[src/rtl/pmp_pkg.sv]
`timescale 1ns/1ps
package pmp_pkg;
  parameter int unsigned PMP_NUM_CH = 3;
  parameter int unsigned PMP_DEPTH  = 16;
  parameter int unsigned PMP_BYTE_W = 8;

  typedef enum logic [1:0] {
    ACC_IDLE  = 2'd0,
    ACC_WRITE = 2'd1,
    ACC_READ  = 2'd2
  } acc_e;
endpackage

[src/rtl/pmp_addr_ctrl.sv]
`timescale 1ns/1ps
module pmp_addr_ctrl #(
  parameter int unsigned AW    = 7,
  parameter int unsigned TOTAL = 96
) (
  input  logic          clk,
  input  logic          rst,
  input  logic          ptr_load,
  input  logic [AW-1:0] ptr_addr,
  input  logic          step,
  output logic [AW-1:0] eff_addr,
  output logic [AW-1:0] ptr_q
);
  localparam logic [AW-1:0] LAST = AW'(TOTAL - 1);

  logic [AW-1:0] ptr_nxt;

  always_comb begin
    eff_addr = ptr_load ? ptr_addr : ptr_q;
    if (!step)
      ptr_nxt = eff_addr;
    else if (eff_addr == LAST)
      ptr_nxt = '0;
    else
      ptr_nxt = eff_addr + AW'(1);
  end

  always_ff @(posedge clk) begin
    if (rst) ptr_q <= '0;
    else     ptr_q <= ptr_nxt;
  end
endmodule

[src/rtl/pmp_decode.sv]
`timescale 1ns/1ps
module pmp_decode #(
  parameter int unsigned NUM_CH = 3,
  parameter int unsigned PCW    = 4,
  parameter int unsigned CHW    = 2,
  parameter int unsigned AW     = 7
) (
  input  logic [AW-1:0]     eff_addr,
  input  logic [NUM_CH-1:0] load_mode,
  output logic [CHW-1:0]    ch_sel,
  output logic [PCW-1:0]    word_idx,
  output logic              lo_sel,
  output logic [NUM_CH-1:0] ch_en
);
  localparam int unsigned OFFW = PCW + 1;

  assign ch_sel   = eff_addr[AW-1:OFFW];
  assign word_idx = eff_addr[OFFW-1:1];
  assign lo_sel   = eff_addr[0];

  for (genvar c = 0; c < NUM_CH; c++) begin : g_en
    assign ch_en[c] = (ch_sel == CHW'(c)) && load_mode[c];
  end
endmodule

[src/rtl/pmp_wr_asm.sv]
`timescale 1ns/1ps
module pmp_wr_asm #(
  parameter int unsigned BYTE_W = 8
) (
  input  logic                clk,
  input  logic                rst,
  input  logic                wr_ok,
  input  logic                lo_sel,
  input  logic [BYTE_W-1:0]   wr_byte,
  output logic                commit,
  output logic [2*BYTE_W-1:0] word
);
  logic [BYTE_W-1:0] hold_q;

  always_ff @(posedge clk) begin
    if (rst)
      hold_q <= '0;
    else if (wr_ok && !lo_sel)
      hold_q <= wr_byte;
  end

  assign commit = wr_ok && lo_sel;
  assign word   = {hold_q, wr_byte};
endmodule

[src/rtl/pmp_chan_mem.sv]
`timescale 1ns/1ps
module pmp_chan_mem #(
  parameter int unsigned DEPTH  = 16,
  parameter int unsigned WORD_W = 16,
  localparam int unsigned PCW   = $clog2(DEPTH)
) (
  input  logic              clk,
  input  logic              rst,
  input  logic              we,
  input  logic              a_re,
  input  logic [PCW-1:0]    a_addr,
  input  logic [WORD_W-1:0] wd,
  output logic [WORD_W-1:0] a_q,
  input  logic [PCW-1:0]    b_addr,
  output logic [WORD_W-1:0] b_q
);
  logic [WORD_W-1:0] mem [DEPTH];

  always_ff @(posedge clk) begin
    if (we) mem[a_addr] <= wd;
  end

  always_ff @(posedge clk) begin
    if (rst)       a_q <= '0;
    else if (a_re) a_q <= mem[a_addr];
  end

  always_ff @(posedge clk) begin
    if (rst) b_q <= '0;
    else     b_q <= mem[b_addr];
  end
endmodule

[src/rtl/prog_mem_port.sv]
`timescale 1ns/1ps
module prog_mem_port
  import pmp_pkg::*;
#(
  parameter int unsigned NUM_CH = PMP_NUM_CH,
  parameter int unsigned DEPTH  = PMP_DEPTH,
  parameter int unsigned BYTE_W = PMP_BYTE_W,
  localparam int unsigned WORD_W      = 2 * BYTE_W,
  localparam int unsigned PCW         = $clog2(DEPTH),
  localparam int unsigned OFFW        = PCW + 1,
  localparam int unsigned CHW         = (NUM_CH > 1) ? $clog2(NUM_CH) : 1,
  localparam int unsigned AW          = OFFW + CHW,
  localparam int unsigned TOTAL_BYTES = NUM_CH * DEPTH * 2
) (
  input  logic              clk,
  input  logic              rst,
  input  logic [NUM_CH-1:0] load_mode,
  input  logic              ptr_load,
  input  logic [AW-1:0]     ptr_addr,
  input  logic              wr_en,
  input  logic              rd_en,
  input  logic [BYTE_W-1:0] wr_byte,
  output logic [BYTE_W-1:0] rd_byte,
  output logic              rd_valid,
  input  logic [CHW-1:0]    seq_ch,
  input  logic [PCW-1:0]    seq_pc,
  output logic [WORD_W-1:0] seq_instr
);
  acc_e              acc;
  logic [AW-1:0]     eff_addr;
  logic [AW-1:0]     cur_ptr;
  logic [CHW-1:0]    ch_sel;
  logic [PCW-1:0]    word_idx;
  logic              lo_sel;
  logic [NUM_CH-1:0] ch_en;
  logic              any_en;
  logic              commit;
  logic [WORD_W-1:0] commit_word;
  logic [WORD_W-1:0] a_q [NUM_CH];
  logic [WORD_W-1:0] b_q [NUM_CH];

  logic              rd_ok_q;
  logic              rd_lo_q;
  logic [CHW-1:0]    rd_ch_q;
  logic [CHW-1:0]    seq_ch_q;

  always_comb begin
    if (wr_en)      acc = ACC_WRITE;
    else if (rd_en) acc = ACC_READ;
    else            acc = ACC_IDLE;
  end

  pmp_addr_ctrl #(.AW(AW), .TOTAL(TOTAL_BYTES)) u_ptr (
    .clk      (clk),
    .rst      (rst),
    .ptr_load (ptr_load),
    .ptr_addr (ptr_addr),
    .step     (acc != ACC_IDLE),
    .eff_addr (eff_addr),
    .ptr_q    (cur_ptr)
  );

  pmp_decode #(.NUM_CH(NUM_CH), .PCW(PCW), .CHW(CHW), .AW(AW)) u_dec (
    .eff_addr  (eff_addr),
    .load_mode (load_mode),
    .ch_sel    (ch_sel),
    .word_idx  (word_idx),
    .lo_sel    (lo_sel),
    .ch_en     (ch_en)
  );

  assign any_en = |ch_en;

  pmp_wr_asm #(.BYTE_W(BYTE_W)) u_asm (
    .clk     (clk),
    .rst     (rst),
    .wr_ok   ((acc == ACC_WRITE) && any_en),
    .lo_sel  (lo_sel),
    .wr_byte (wr_byte),
    .commit  (commit),
    .word    (commit_word)
  );

  for (genvar c = 0; c < NUM_CH; c++) begin : g_ch
    pmp_chan_mem #(.DEPTH(DEPTH), .WORD_W(WORD_W)) u_mem (
      .clk    (clk),
      .rst    (rst),
      .we     (commit && ch_en[c]),
      .a_re   ((acc == ACC_READ) && ch_en[c]),
      .a_addr (word_idx),
      .wd     (commit_word),
      .a_q    (a_q[c]),
      .b_addr (seq_pc),
      .b_q    (b_q[c])
    );
  end

  always_ff @(posedge clk) begin
    if (rst) begin
      rd_valid <= 1'b0;
      rd_ok_q  <= 1'b0;
      rd_lo_q  <= 1'b0;
      rd_ch_q  <= '0;
      seq_ch_q <= '0;
    end else begin
      rd_valid <= (acc == ACC_READ);
      seq_ch_q <= seq_ch;
      if (acc == ACC_READ) begin
        rd_ok_q <= any_en;
        rd_lo_q <= lo_sel;
        rd_ch_q <= ch_sel;
      end
    end
  end

  always_comb begin
    rd_byte = '0;
    for (int c = 0; c < NUM_CH; c++) begin
      if (rd_ok_q && (rd_ch_q == CHW'(c)))
        rd_byte = rd_lo_q ? a_q[c][BYTE_W-1:0] : a_q[c][WORD_W-1:BYTE_W];
    end
  end

  always_comb begin
    seq_instr = '0;
    for (int c = 0; c < NUM_CH; c++) begin
      if (seq_ch_q == CHW'(c))
        seq_instr = b_q[c];
    end
  end
endmodule

[config.mk]
export PLATFORM = sky130hd
export DESIGN_NAME = prog_mem_port
export DESIGN_NICKNAME = d
export VERILOG_FILES = /design/src/rtl/pmp_pkg.sv /design/src/rtl/pmp_addr_ctrl.sv /design/src/rtl/pmp_decode.sv /design/src/rtl/pmp_wr_asm.sv /design/src/rtl/pmp_chan_mem.sv /design/src/rtl/prog_mem_port.sv
export SDC_FILE = /design/constraint.sdc
export NUM_CORES = 1
export LEC_CHECK = 0
export BUFFER_PORTS_ARGS = -buffer_cell sky130_fd_sc_hd__buf_2
export CORE_AREA = 2 2 322 324
export DETAILED_ROUTE_END_ITERATION = 10
export DIE_AREA = 0 0 324 326
export MAX_ROUTING_LAYER = met4
export PLACE_DENSITY_LB_ADDON = 0.3
export SKIP_CTS_REPAIR_TIMING = 1
export SYNTH_ARGS = -nofsm -noshare
export SYNTH_HDL_FRONTEND = slang
export SYNTH_SLANG_ARGS = --single-unit
[constraint.sdc]
create_clock -name clk -period 6.3 [get_ports clk]
set_clock_uncertainty 0.15 [all_clocks]
set_input_delay 0.63 -clock clk [delete_from_list [all_inputs] [get_ports clk]]
set_output_delay 0.63 -clock clk [all_outputs]
set_load 0.05 [all_outputs]
==> results of run 1 <==
kinds of logic (layout without fill, tap and decap cells):
group / count (synthesis) / after routing / share of synthesized area
AO/OA/AOI/OAI: 932 / 932 / 0.162
flip-flops: 886 / 886 / 0.626
multiplexers: 292 / 292 / 0.146
AND/OR/NAND/NOR: 272 / 272 / 0.0354
buffers and inverters: 266 / 327 / 0.0302
XOR/XNOR: 4 / 4 / 0.000862
adder cells (fa/ha/maj): 1 / 1 / 0.000308
other: 0 / 5 / 0
worst paths after layout:
path | startpoint | depth (start not counted) | end | slack [ns]
worst min register to register | g_ch[2].u_mem.a_q[9] | 2 | g_ch[2].u_mem.a_q[9] | 0.35
worst min-delay path | seq_ch[1] | 2 | seq_ch_q[1] | 0.05
worst max-delay path | rd_lo_q | 5 | rd_byte[1] | 2.28
worst max register to register | u_ptr.ptr_q[2] | 7 | g_ch[1].u_mem.a_q[5] | 2.63
Yosys cell counts (all sizes together) (13+ instances only):
master   number
nor2b        56
nand2        21
a41o         35
o21ai       384
nor3         48
buf         118
dfxtp       118
edfxtp      768
mux2i        52
o221a        33
a41oi        23
o21a        201
a22o         89
nor2         88
a311oi       44
nand4        23
clkbuf      146
a21oi        13
a2111oi      67
mux4        240
layout make-up:
class | count | area, um2
Multi-Input combinational cell | 1501 | 14300
Sequential cell | 886 | 25400
Timing Repair Buffer | 151 | 1110
Clock inverter | 47 | 554
Clock buffer | 127 | 2610
Antenna cell | 5 | 12.5
Inverter | 2 | 7.51
Tap cell | 1380 | 1730
Fill cell | 8887 | 56800
layer usage:
layer  vias to the layer above  wire [um]  track usage
li1                      11000          -            -
met1                     14200      52700        0.352
met2                      2074      63300        0.400
met3                       446      15800       0.0540
met4                         0       7030        0.121
met5                         -          0            -
power groups by stage:
| stage | Combinational (mW) | Clock [mW] | Sequential, mW |
|---|---|---|---|
| after global placement | 1.24 | 0 | 6.58 |
| after floorplan | 0.816 | 0 | 6.57 |
| after CTS | 1.26 | 5.73 | 6.46 |
| final | 1.29 | 5.69 | 6.46 |
| after detailed placement | 1.26 | 0 | 6.58 |
| after global routing | 1.34 | 5.96 | 6.46 |
registers in the layout, summed over array words and instances, names as in the netlist:
register / cells
g_ch.u_mem.mem: 768
g_ch.u_mem.a_q: 48
g_ch.u_mem.b_q: 48
u_asm.hold_q: 8
u_ptr.ptr_q: 7
rd_ch_q: 2
seq_ch_q: 2
rd_lo_q: 1
rd_ok_q: 1
rd_valid: 1
per-stage QoR:
step / hold WS [ns] / instances / setup slack, ns / area, um2
2_1_floorplan: 0.326 / 2653 / 2.30 / 40600
3_3_place_gp: 0.337 / 3920 / 2.05 / 42600
3_5_place_dp: 0.341 / 3920 / 1.93 / 42600
4_1_cts: 0.0206 / 4094 / 2.36 / 45800
5_1_grt: 0.0498 / 4097 / 2.35 / 45800
6_report: 0.0492 / 4099 / 2.28 / 45800
==> metrics.md, run 1 <==
| Metric | Value |
|---|---|
| Via count | ~28000 |
| Drt first-iter violations | roughly 4200 |
| Vias/cell | 6.75 |
| CTS Buf Count | slightly above 90 |
| Sw Share | 0.239 |
| Final HPWL DP | approximately 76 mm |
| Final setup vio count | 0 |
| Largest stage delay, worst path | 0.91 ns |
| Post-Syn Instances | about 2700 |
| Final hold vios | 0 |
| Fmax | roughly 250 MHz |
| Ports | 54 |
| H-tree levels | 3 |
| WL/cell | 33.9 um |
| ANT nets after route | 0 |
| IO buf count | 53 |
| Mapped Area | approximately 0.04 mm2 |
| Critical path type | reg2out |
| Total power | 13.4 mW |
| Die area | ~0.11 mm2 |
| Seq cells post-synth | 886 |
| Worst Max-Slew Pin Slew | approximately 1.4 ns |
| Overflow left after global routing | 0 |
| Final WL | around 140 mm |
| Max Buffers Root-to-Sink | 3 |
| Post-synth cell types | 61 |
| Top-area cell type share of the netlist area | 0.568 |
| Setup TNS | 0 ns |
| Mean post-synth cell area | ~15 um2 |
| Die Width | about 320 um |
| Layout cell share with drive strength beyond 1 | 0.231 |
| Outcome | complete, no violations |
| Max-cap check violation count | 0 |
| Initial antenna violation count | 8 |
| Peak supply drop | between 150 and 200 uV |
| Vias in the first global route | approximately 28000 |
| CP delay by family, top | flip-flops |
| Clock power frac | 0.423 |
| CTS tree | built |
| Commonest cells after routing, fill and taps aside | 768 x edfxtp_1, 353 x o21ai_0, 240 x mux4_2 |
| Min-Delay Path Class | in2reg |
| Slowest CP cell | dfxtp_2 |
| Clock sinks | roughly 890 |
| Layout area overhead | 12.6% |
| Most common cell after layout, fill and taps aside | edfxtp_1 |
| Pre-Repair DR Iteration Count | 5 |
| Synth area leaders | edfxtp_1 57%, mux4_2 13%, dfxtp_1 5.8%, o21ai_0 4.3%, o21a_1 3.7% |
| Combinational share of power | 0.096 |
| Post-Syn Nets | ~2700 |
| NetSw | 3.22 mW |
| P_leak | roughly 13 nW |
| Nets@finish | about 2700 |
| P_int | 10.2 mW |
| Min Tclk post-route | around 4.0 ns |
| Worst skew pair latency | 0.66 ns |
| Gp weighted congestion | slightly above 0.9 |
| DRC Markers | 0 |
| Critical path data required time | approximately 5.5 ns |
| Core area | roughly 0.10 mm2 |
| Pwr/cell area | 294 mW/mm2 |
| Ys flop type | edfxtp_1 |
| Sequential power share | 0.481 |
| Starting density of the core | 0.396 |
| Critical path startpoint category | flip-flop |
| Dominant cell type by area after synthesis | edfxtp_1 |
| Die Height | about 330 um |
| EDFF count, synth | around 770 |
| Rel. slew slack | 0.0322 |
| Buf/Inv on CP | 1 |
| Layout Utilization | 0.446 |
| Max-slew violations | 0 |
| Root buffer cell | clkbuf_16 |
| Synthesis Warnings | 0 |
| Largest net degree at the start of global routing | 149 |
| Clk slew on worst S/H paths | roughly 0.060 ns |
| CP endpoint kind | output port |
| Tot GR Track Use | 0.267 |
| First-pass GRT wire length | roughly 200 mm |
| Sequential share of the synthesized area | 0.626 |
| Cell Chain, Critical Path | mux2i_1 -> o22ai_1 -> nor2_1 -> a21oi_1 -> buf_2 |
| Num rows | 118 |
| Maximum fanout along the worst path | 16 |
| Fin crit share | 0.637 |
| Arrival @ worst endpoint | between 3 and 4 ns |
| Async SR Flop Fraction | 0 |
| RSZ-0062 raised after global routing | false |
Power figures use the tool's default switching activity.
==> inputs of run 2 (changes only) <==
- clock period: 6.3 -> 3.2 ns (I/O delays scaled with it)
==> run 2 against run 1 <==
Against the previous run: the run now ends with hold timing, setup timing left; cell count is 2.8% higher; clock power grew 85%; power grew 94%; via count increased by 2.2%; sequential share of layout area down 1.5 points; core utilization grew 1.3 points; combinational power grew 120%; first-iteration DRC count is 2.3% higher; non-clock buffer count increased by 121; setup slack got worse by 2.3 ns; critical endpoint is now rd_byte[2]; wire length grew 1.9%; critical path depth increased by 2; largest power group unchanged.
==> metrics.md, run 2 (same netlist as run 1, synthesis figures left out) <==
| Metric | Value |
|---|---|
| P_int | 19.7 mW (+93%) |
| Die Width | 324 um (unchanged) |
| Reg2reg start | u_ptr.ptr_q[2] |
| Vias/cell | 6.71 (-0.55%) |
| Total power | 26.0 mW (+94%) |
| H-tree levels | 3 (unchanged) |
| Clk slew on worst S/H paths | 0.06 ns (about the same) |
| Clock sinks | 886 (unchanged) |
| Sw Share | 0.242 (+0.00284) |
| Post-DP Area | 0.0441 mm2 (+3.5%) |
| Arrival @ worst endpoint | 2.75 ns (-0.49 ns) |
| Layout area overhead | 15.8% |
| Final WS setup | -0.0214 ns (-2.31 ns) |
| Regs by FF count | g_ch.u_mem.mem (768), g_ch.u_mem.a_q (48), g_ch.u_mem.b_q (48) |
| FF+latch area | 0.0254 mm2 (unchanged) |
| IO buf count | 53 (unchanged) |
| Fin crit share | 1.01 |
| Commonest cells after routing, fill and taps aside | 768 x edfxtp_1, 353 x o21ai_0, 240 x mux4_2 |
| Post-Place Worst Slack | 0.256 ns (-1.68 ns) |
| CP endpoint kind | output port |
| Combinational share of power | 0.107 (+0.011) |
| Final hold vios | 1 (+1) |
| ANT nets after route | 0 (unchanged) |
| Max-slew violations | 0 (unchanged) |
| Worst Max-Slew Pin Slew | 1.28 ns (-0.163 ns) |
| CTS tree | built |
| Gp weighted congestion | 0.962 (+3.2%) |
| Min-Delay Path Class | in2reg |
| Largest net degree at the start of global routing | 68 (-54%) |
| Critical path type | reg2out |
| Max FFs per register | 768 (unchanged) |
| NetSw | 6.30 mW (+96%) |
| Overflow left after global routing | 0 (unchanged) |
| Final WL | 141 mm (+1.9%) |
| Nets@finish | 2782 (+4.4%) |
| Die Height | 326 um (unchanged) |
| Multi-input logic area | 0.0144 mm2 (+0.80%) |
| Worst skew pair latency | 0.66 ns (about the same) |
| Worst Hold Launch | rd_en |
| Violated checks | hold timing, setup timing |
| Most common cell after layout, fill and taps aside | edfxtp_1 |
| Num rows | 118 (unchanged) |
| Die area | 0.106 mm2 (unchanged) |
| Pwr/cell area | 553 mW/mm2 (+88%) |
| Reg2reg path depth | 6 (-1) |
| Layout cell share with drive strength beyond 1 | 0.261 (+0.0305) |
| FF-to-FF setup slack | 0.36 ns (-2.27 ns) |
| First-pass GRT wire length | 202 mm (+2.6%) |
| Sequential power share | 0.488 (+0.007) |
| Final setup vio count | 1 (+1) |
| Min Tclk post-route | 3.22 ns |
| Critical path startpoint category | flip-flop |
| Starting density of the core | 0.396 (unchanged) |
| Rel. slew slack | 0.141 (+0.109) |
| Layout filler cell count | 8807 (-0.90%) |
| Peak supply drop | 340 uV (+80%) |
| Outcome | finished, violations left |
| CP Launch Point | rd_lo_q |
| Core area | 0.103 mm2 (unchanged) |
| Initial antenna violation count | 9 (+1) |
| Via count | 28300 (+2.2%) |
| P_leak | 14.2 nW (+5.9%) |
| Critical path data required time | 2.73 ns (-2.79 ns) |
| Drt first-iter violations | 4343 (+2.3%) |
| WL/cell | 33.6 um (-0.81%) |
| DRC Markers | 0 (unchanged) |
| Max Buffers Root-to-Sink | 3 (unchanged) |
| RSZ-0062 raised after global routing | false |
| Finished Layout Cells | 4212 (+2.8%) |
| Largest reg by FF count | g_ch.u_mem.mem |
| R2R Path End | g_ch[2].u_mem.a_q[9] |
| Clock power frac | 0.405 (-0.018) |
| Final HPWL DP | 86.4 mm (+14%) |
| Max-cap check violation count | 0 (unchanged) |
| Pre-Repair DR Iteration Count | 6 (+1) |
| Maximum fanout along the worst path | 8 (-8) |
| Fmax | 310 MHz |
| Tot GR Track Use | 0.274 (+0.00694) |
| Ports | 54 (unchanged) |
| Vias in the first global route | 28100 (+1.4%) |
| Design Area, Final | 0.0471 mm2 (+2.8%) |
| Root buffer cell | clkbuf_16 |
| CP Capture Point | rd_byte[2] |
| Placed cells | 4039 (+3.0%) |
| Fin Hold WS | -0.00365 ns (-0.0529 ns) |
| CTS Buf Count | 89 (-4.3%) |
[run 2: changes by cell type in the layout (fill, tap and decap cells not counted), moves of 4 or more]
| cell | change |
|---|---|
| clkbuf_16 | -5 |
| buf_4 | +80 |
| nor3_4 | +12 |
| bufinv_16 | -4 |
| buf_12 | +39 |
| nor3_2 | -12 |
[run 2: critical path, stage by stage, from the launching register on]
cell and delay (ns):
dfxtp_2 0.57, buf_12 0.22, mux2i_1 0.47, o22ai_1 0.16, buf_4 0.20, nor2_1 0.09, a21oi_1 0.09, buf_2 0.28
[run 2: metal layers]
layer / vias up / global-route usage / share of wire
met4: 0 / 0.158 / 0.066
met3: 482 / 0.0567 / 0.11
met2: 2200 / 0.403 / 0.45
met5: - / - / 0
met1: 14400 / 0.353 / 0.37
li1: 11200 / - / -
[run 2: worst min-delay path by stage]
stage | to | slack (ns) | depth (start not counted)
global placement | g_ch[1].u_mem.a_q[10] | 0.34 | 2
detailed placement | g_ch[1].u_mem.a_q[8] | 0.34 | 2
global route | u_asm.hold_q[0] | 0.006 | 2
CTS | seq_ch_q[0] | -0.28 | 2
finish | u_ptr.ptr_q[0] | -0.004 | 4
floorplan | g_ch[0].u_mem.mem[0][0] | 0.27 | 0
[run 2: layout make-up]
type	instances	share of cell area
antenna	6	0.000319
multi-input combinational	1501	0.307
sequential	886	0.540
timing repair buffer	272	0.0535
tap	1380	0.0367
clock inverter	41	0.00872
clock buffer	124	0.0536
inverter	2	0.000160
[run 2: power by group through the flow]
| stage | clock (mW) | combinational, mW | sequential [mW] |
|---|---|---|---|
| CTS | 10.7 | 2.72 | 12.7 |
| floorplan | 0 | 1.61 | 12.9 |
| global route | 11.1 | 2.89 | 12.7 |
| detailed placement | 0 | 2.71 | 13.0 |
| global placement | 0 | 2.68 | 13.0 |
| finish | 10.5 | 2.78 | 12.7 |
[run 2: per-stage QoR]
stage | hold WS, ns | setup TNS (ns) | utilization
after floorplan | 0.269 | -39.37 | -
after global placement | 0.335 | 0 | 0.430
after detailed placement | 0.342 | 0 | 0.430
after CTS | -0.283 | -0.0103 | 0.458
after global routing | 0.00625 | 0 | 0.459
final | -0.00365 | -0.0214 | 0.459
